File: src/rtl/ow_byte_engine.sv
module ow_byte_engine #(
  parameter int MS_W      = 8,
  parameter int US_PER_MS = 1000
) (
  input  logic            clk,
  input  logic            rst_n,
  input  logic            us_tick,
  input  logic            cmd_valid,
  input  logic [1:0]      cmd_op,
  input  logic [7:0]      cmd_data,
  output logic [7:0]      result,
  output logic            done,
  input  logic            spu_req,
  input  logic [MS_W-1:0] spu_ms,
  input  logic            spu_support,
  output logic            spu_en,
  output logic            slot_req,
  output logic            slot_bit,
  input  logic            slot_ack,
  input  logic            slot_sample
);

  localparam int US_W = (US_PER_MS > 1) ? $clog2(US_PER_MS) : 1;
  localparam logic [1:0] OP_WR  = 2'b00;
  localparam logic [1:0] OP_RD  = 2'b01;
  localparam logic [1:0] OP_BAD = 2'b11;
  localparam logic [US_W-1:0] US_LAST = US_W'(US_PER_MS - 1);

  typedef enum logic [1:0] {S_IDLE, S_SLOT, S_HOLD} st_t;

  st_t             st;
  logic [1:0]      op;
  logic [7:0]      data;
  logic [2:0]      idx;
  logic [MS_W-1:0] pend;
  logic [MS_W-1:0] hold_ms;
  logic [US_W-1:0] us_cnt;

  wire idle    = (st == S_IDLE);
  wire is_read = (op == OP_RD);
  wire pu_use  = !is_read && (pend != '0);
  wire ms_edge = us_tick && (us_cnt == US_LAST);

  assign slot_req = (st == S_SLOT);
  assign slot_bit = is_read | data[idx];

  always_ff @(posedge clk or negedge rst_n) begin
    if (!rst_n) begin
      st      <= S_IDLE;
      op      <= OP_WR;
      data    <= '0;
      idx     <= '0;
      pend    <= '0;
      hold_ms <= '0;
      us_cnt  <= '0;
      result  <= '0;
      done    <= 1'b0;
      spu_en  <= 1'b0;
    end else begin
      done <= 1'b0;
      if (idle && spu_req) pend <= spu_ms;
      case (st)
        S_IDLE: begin
          if (cmd_valid && cmd_op != OP_BAD) begin
            op     <= cmd_op;
            data   <= cmd_data;
            idx    <= '0;
            result <= '0;
            st     <= S_SLOT;
          end
        end
        S_SLOT: begin
          if (slot_ack) begin
            result[idx] <= (op != OP_WR) & slot_bit & slot_sample;
            if (idx == 3'd7) begin
              if (pu_use) begin
                hold_ms <= pend;
                pend    <= '0;
                us_cnt  <= '0;
                st      <= S_HOLD;
              end else begin
                st   <= S_IDLE;
                done <= 1'b1;
              end
            end else begin
              idx <= idx + 3'd1;
              if (idx == 3'd6 && pu_use && spu_support) spu_en <= 1'b1;
            end
          end
        end
        S_HOLD: begin
          if (us_tick) begin
            if (ms_edge) begin
              us_cnt <= '0;
              if (hold_ms == MS_W'(1)) begin
                st     <= S_IDLE;
                done   <= 1'b1;
                spu_en <= 1'b0;
              end else begin
                hold_ms <= hold_ms - MS_W'(1);
              end
            end else begin
              us_cnt <= us_cnt + US_W'(1);
            end
          end
        end
        default: st <= S_IDLE;
      endcase
    end
  end


  slot_hold_chk: assert property (@(posedge clk) disable iff (!rst_n)
    slot_req && !slot_ack |=> slot_req && $stable(slot_bit));


  done_pulse_chk: assert property (@(posedge clk) disable iff (!rst_n)
    done |=> !done);


  spu_off_at_done_chk: assert property (@(posedge clk) disable iff (!rst_n)
    done |-> !spu_en);


  spu_rise_in_slot_chk: assert property (@(posedge clk) disable iff (!rst_n)
    $rose(spu_en) |-> slot_req);


  spu_needs_support_chk: assert property (@(posedge clk) disable iff (!rst_n)
    $rose(spu_en) |-> spu_support);


  no_slot_while_done_chk: assert property (@(posedge clk) disable iff (!rst_n)
    done |-> !slot_req);

endmodule

File: config.mk
export PLATFORM = sky130hd
export DESIGN_NAME = ow_byte_engine
export DESIGN_NICKNAME = d
export VERILOG_FILES = /design/src/rtl/ow_byte_engine.sv
export SDC_FILE = /design/constraint.sdc
export NUM_CORES = 1
export LEC_CHECK = 0
export BUFFER_PORTS_ARGS = -buffer_cell sky130_fd_sc_hd__buf_4
export CAP_MARGIN = 40
export CORE_MARGIN = 2
export CORE_UTILIZATION = 35
export CTS_BUF_LIST = sky130_fd_sc_hd__clkbuf_4 sky130_fd_sc_hd__clkbuf_8 sky130_fd_sc_hd__clkbuf_16
export DETAILED_ROUTE_END_ITERATION = 10
export GPL_ROUTABILITY_DRIVEN = 1
export PLACE_DENSITY_LB_ADDON = 0.05
export SYNTH_ARGS = -nofsm -noshare
export SYNTH_HDL_FRONTEND = slang
export SYNTH_SLANG_ARGS = --single-unit
File: constraint.sdc
create_clock -name clk -period 6.4 [get_ports clk]
set_clock_uncertainty 0.05 [all_clocks]
set_input_delay 0.96 -clock clk [delete_from_list [all_inputs] [get_ports clk]]
set_output_delay 0.96 -clock clk [all_outputs]
set_load 0.02 [all_outputs]
==> metrics.txt <==
Filler cells roughly 800; clock sink count 51; initial antenna violation count 0; number of synthesized flops with an enable pin 0; Global Route Usage Sum between 10% and 20%; grt total ovfl 0; Pwr Total around 0.0013 W; slowest stage cell on the critical path dfrtp_1; total core area between 8000 and 9000 sq um; Syn Area/Cell a little under 10 sq um; share of cells above drive strength 1 20.91%; status finished, final reports clean; unrepaired setup endpoints after global routing false; CTS clk-pin slew, worst paths 0.09 ns; top-count cell post-synth dfrtp_1; Post-synth top cells dfrtp_1 (51), nand2_1 (31), nand3_1 (19); crit path cell chain mux4_2, nand2b_1, a21o_1, buf_4; Syn-to-layout area delta 15.22%; R2R cell count 6; fin nets approximately 370; origin of the critical flop-to-flop path idx[1]; minimum clock period about 3.0 ns; Worst EP required ~5.4 ns; Synth Flop Type dfrtp_1; Mapped Nets between 300 and 400; Clock Latency Late Sink around 0.3 ns; worst setup margin approximately 3.4 ns; crit path DAT ~2.0 ns; Post-Layout Cell Count around 440; pwr dens about 380 nW/um^2; Ant. Diodes 0; 1st-pass router iterations 4; peak supply drop approximately 0.17 mV; synth top area cells dfrtp_1 (44%), mux2_2 (4.7%), ha_1 (4.3%); first-pass GRT wire length approximately 11 mm; initial core utilization 35.58%; Die X-Extent 94.93 um; worst min-delay path class reg -> reg; Root Buffer clkbuf_8; Crit. Startpoint idx[0]; routed vias between 2000 and 2500; CTS H-tree depth 2; die area roughly 9000 sq um; synthesized flop and latch total 51; TritonCTS clock tree done; total wire length around 6.7 mm; Hold Buf Count CTS 0; cell taking the most area after synthesis dfrtp_1; DP HPWL about 4.8 mm; synth unique cells between 50 and 60; Mapped Cells ~300; DP Worst Slack between 3 and 4 ns; postcts setup bufs 0; Max Cap Viol 0; Slew HR a little under half; Via density 5.490; Max Root-Sink Buffers 2; Setup crit end kind output port; Inst Count DP around 430; Syn. warnings 0; setup TNS 0 ns; DRC viols 0; CTS Buf Count 5; Final GP Congestion approximately 0.80; die height 94.93 um; Post-Syn Area roughly 2900 sq um; vias in the first global route roughly 2200; Final ANT Viol Nets 0; Startpoint Class flop; input/output buffers 37; r2r endpoint us_cnt[9]; Yosys top cell area share approximately 44%; WS Path Type reg -> out; CP peak stage delay around 0.62 ns; Pleak 1.395 nW; fmax roughly 330 MHz; number of I/O pins 38; sequential fraction of the synthesis area between 40 and 50%; DR WL/cell 15.45 um; pin count of the biggest net entering global routing 52; Initial DRC Count 137; Cell Rows 33; reg2reg setup slack 3.72 ns; Slew Viols, Final 0; ys async rst share 100.0%; Tcrit/Tclk final between 40% and 50%; final hold violation count 0; final setup vio count 0; Worst-Margin Slew ~0.8 ns; worst setup path endpoint slot_bit; cts repair resizes 0; crit path max fanout 13
-- worst min path at each step --
stage,startpoint,endpoint,slack [ns],cells after the start
final,us_cnt[9],us_cnt[9],0.44,1
after global routing,us_cnt[9],us_cnt[9],0.46,1
after CTS,us_cnt[9],us_cnt[9],0.44,1
after detailed placement,us_cnt[9],us_cnt[9],0.42,1
after global placement,us_cnt[9],us_cnt[9],0.42,1
after floorplan,us_cnt[9],us_cnt[9],0.40,1
-- registers in the layout (all words and copies together), names as in the netlist --
signal   flops
pend         8
done         1
op           2
result       8
idx          3
spu_en       1
us_cnt      10
data         8
st           2
hold_ms      8
-- per-layer routing --
metal  GRT usage (%)  part of all wire, %
met3           2.953                  4.6
met4           4.348                  1.1
met1           23.13                   53
met2           23.94                   42
met5               0                    0
-- report_power, final --
part           leakage (nW)  internal (W)  total (W)  switching (W)
clock                0.0470     0.0000852   0.000190       0.000105
sequential            0.652      0.000426   0.000537       0.000111
combinational         0.696      0.000242   0.000543       0.000301
total                  1.40      0.000753    0.00127       0.000517
-- layout by cell type, fill, tap and decap left out, types with 6 or more instances in the layout --
cell,netlist,routed
dfrtp_1,51,51
clkbuf_8,0,6
o31ai_1,10,10
ha_1,10,10
o211ai_1,7,7
buf_4,0,38
mux2_2,12,12
nand2b_1,8,8
nand3_1,19,19
nor2_1,17,17
o21ai_0,16,16
inv_1,11,11
a21oi_1,14,14
nand2_1,31,31
-- logic make-up (layout without fill, tap and decap cells) --
family                     count (synthesis)  count (layout)  synth area share, %
buffers and inverters                     25              56                3.632
adders and majority gates                 10              10                4.323
muxes                                     14              14                5.793
AOI/OAI and AO/OA                         91              91                21.92
DFF                                       51              51                44.10
and+or+nand+nor                          108             108                20.23
-- critical path, delay by kind of cell (launching register included) --
family                 cells  cell delay, ns
muxes                      1            0.57
AOI/OAI and AO/OA          1            0.19
and+or+nand+nor            1            0.16
DFF                        1            0.62
buffers and inverters      1            0.15
-- area by class of cell --
cell class	count	area (sq um)	share of cell area (%)
clock buffers	6	82.58	2.477
inverters	11	41.29	1.238
clock inverters	1	5.005	0.1501
flip-flops and latches	51	1276	38.27
repair buffers	38	285.3	8.555
well taps	105	131.4	3.940
multi-input cells	223	1513	45.37
-- through the flow --
stage | util (%) | area [sq um] | hold slack [ns]
2_1_floorplan | - | 2894 | 0.3965
3_3_place_gp | 39.92 | 3247 | 0.4215
3_5_place_dp | 39.92 | 3247 | 0.4236
4_1_cts | 40.99 | 3334 | 0.4429
5_1_grt | 40.99 | 3334 | 0.4573
6_report | 40.99 | 3334 | 0.4433
(Power assumes the default switching activity.)
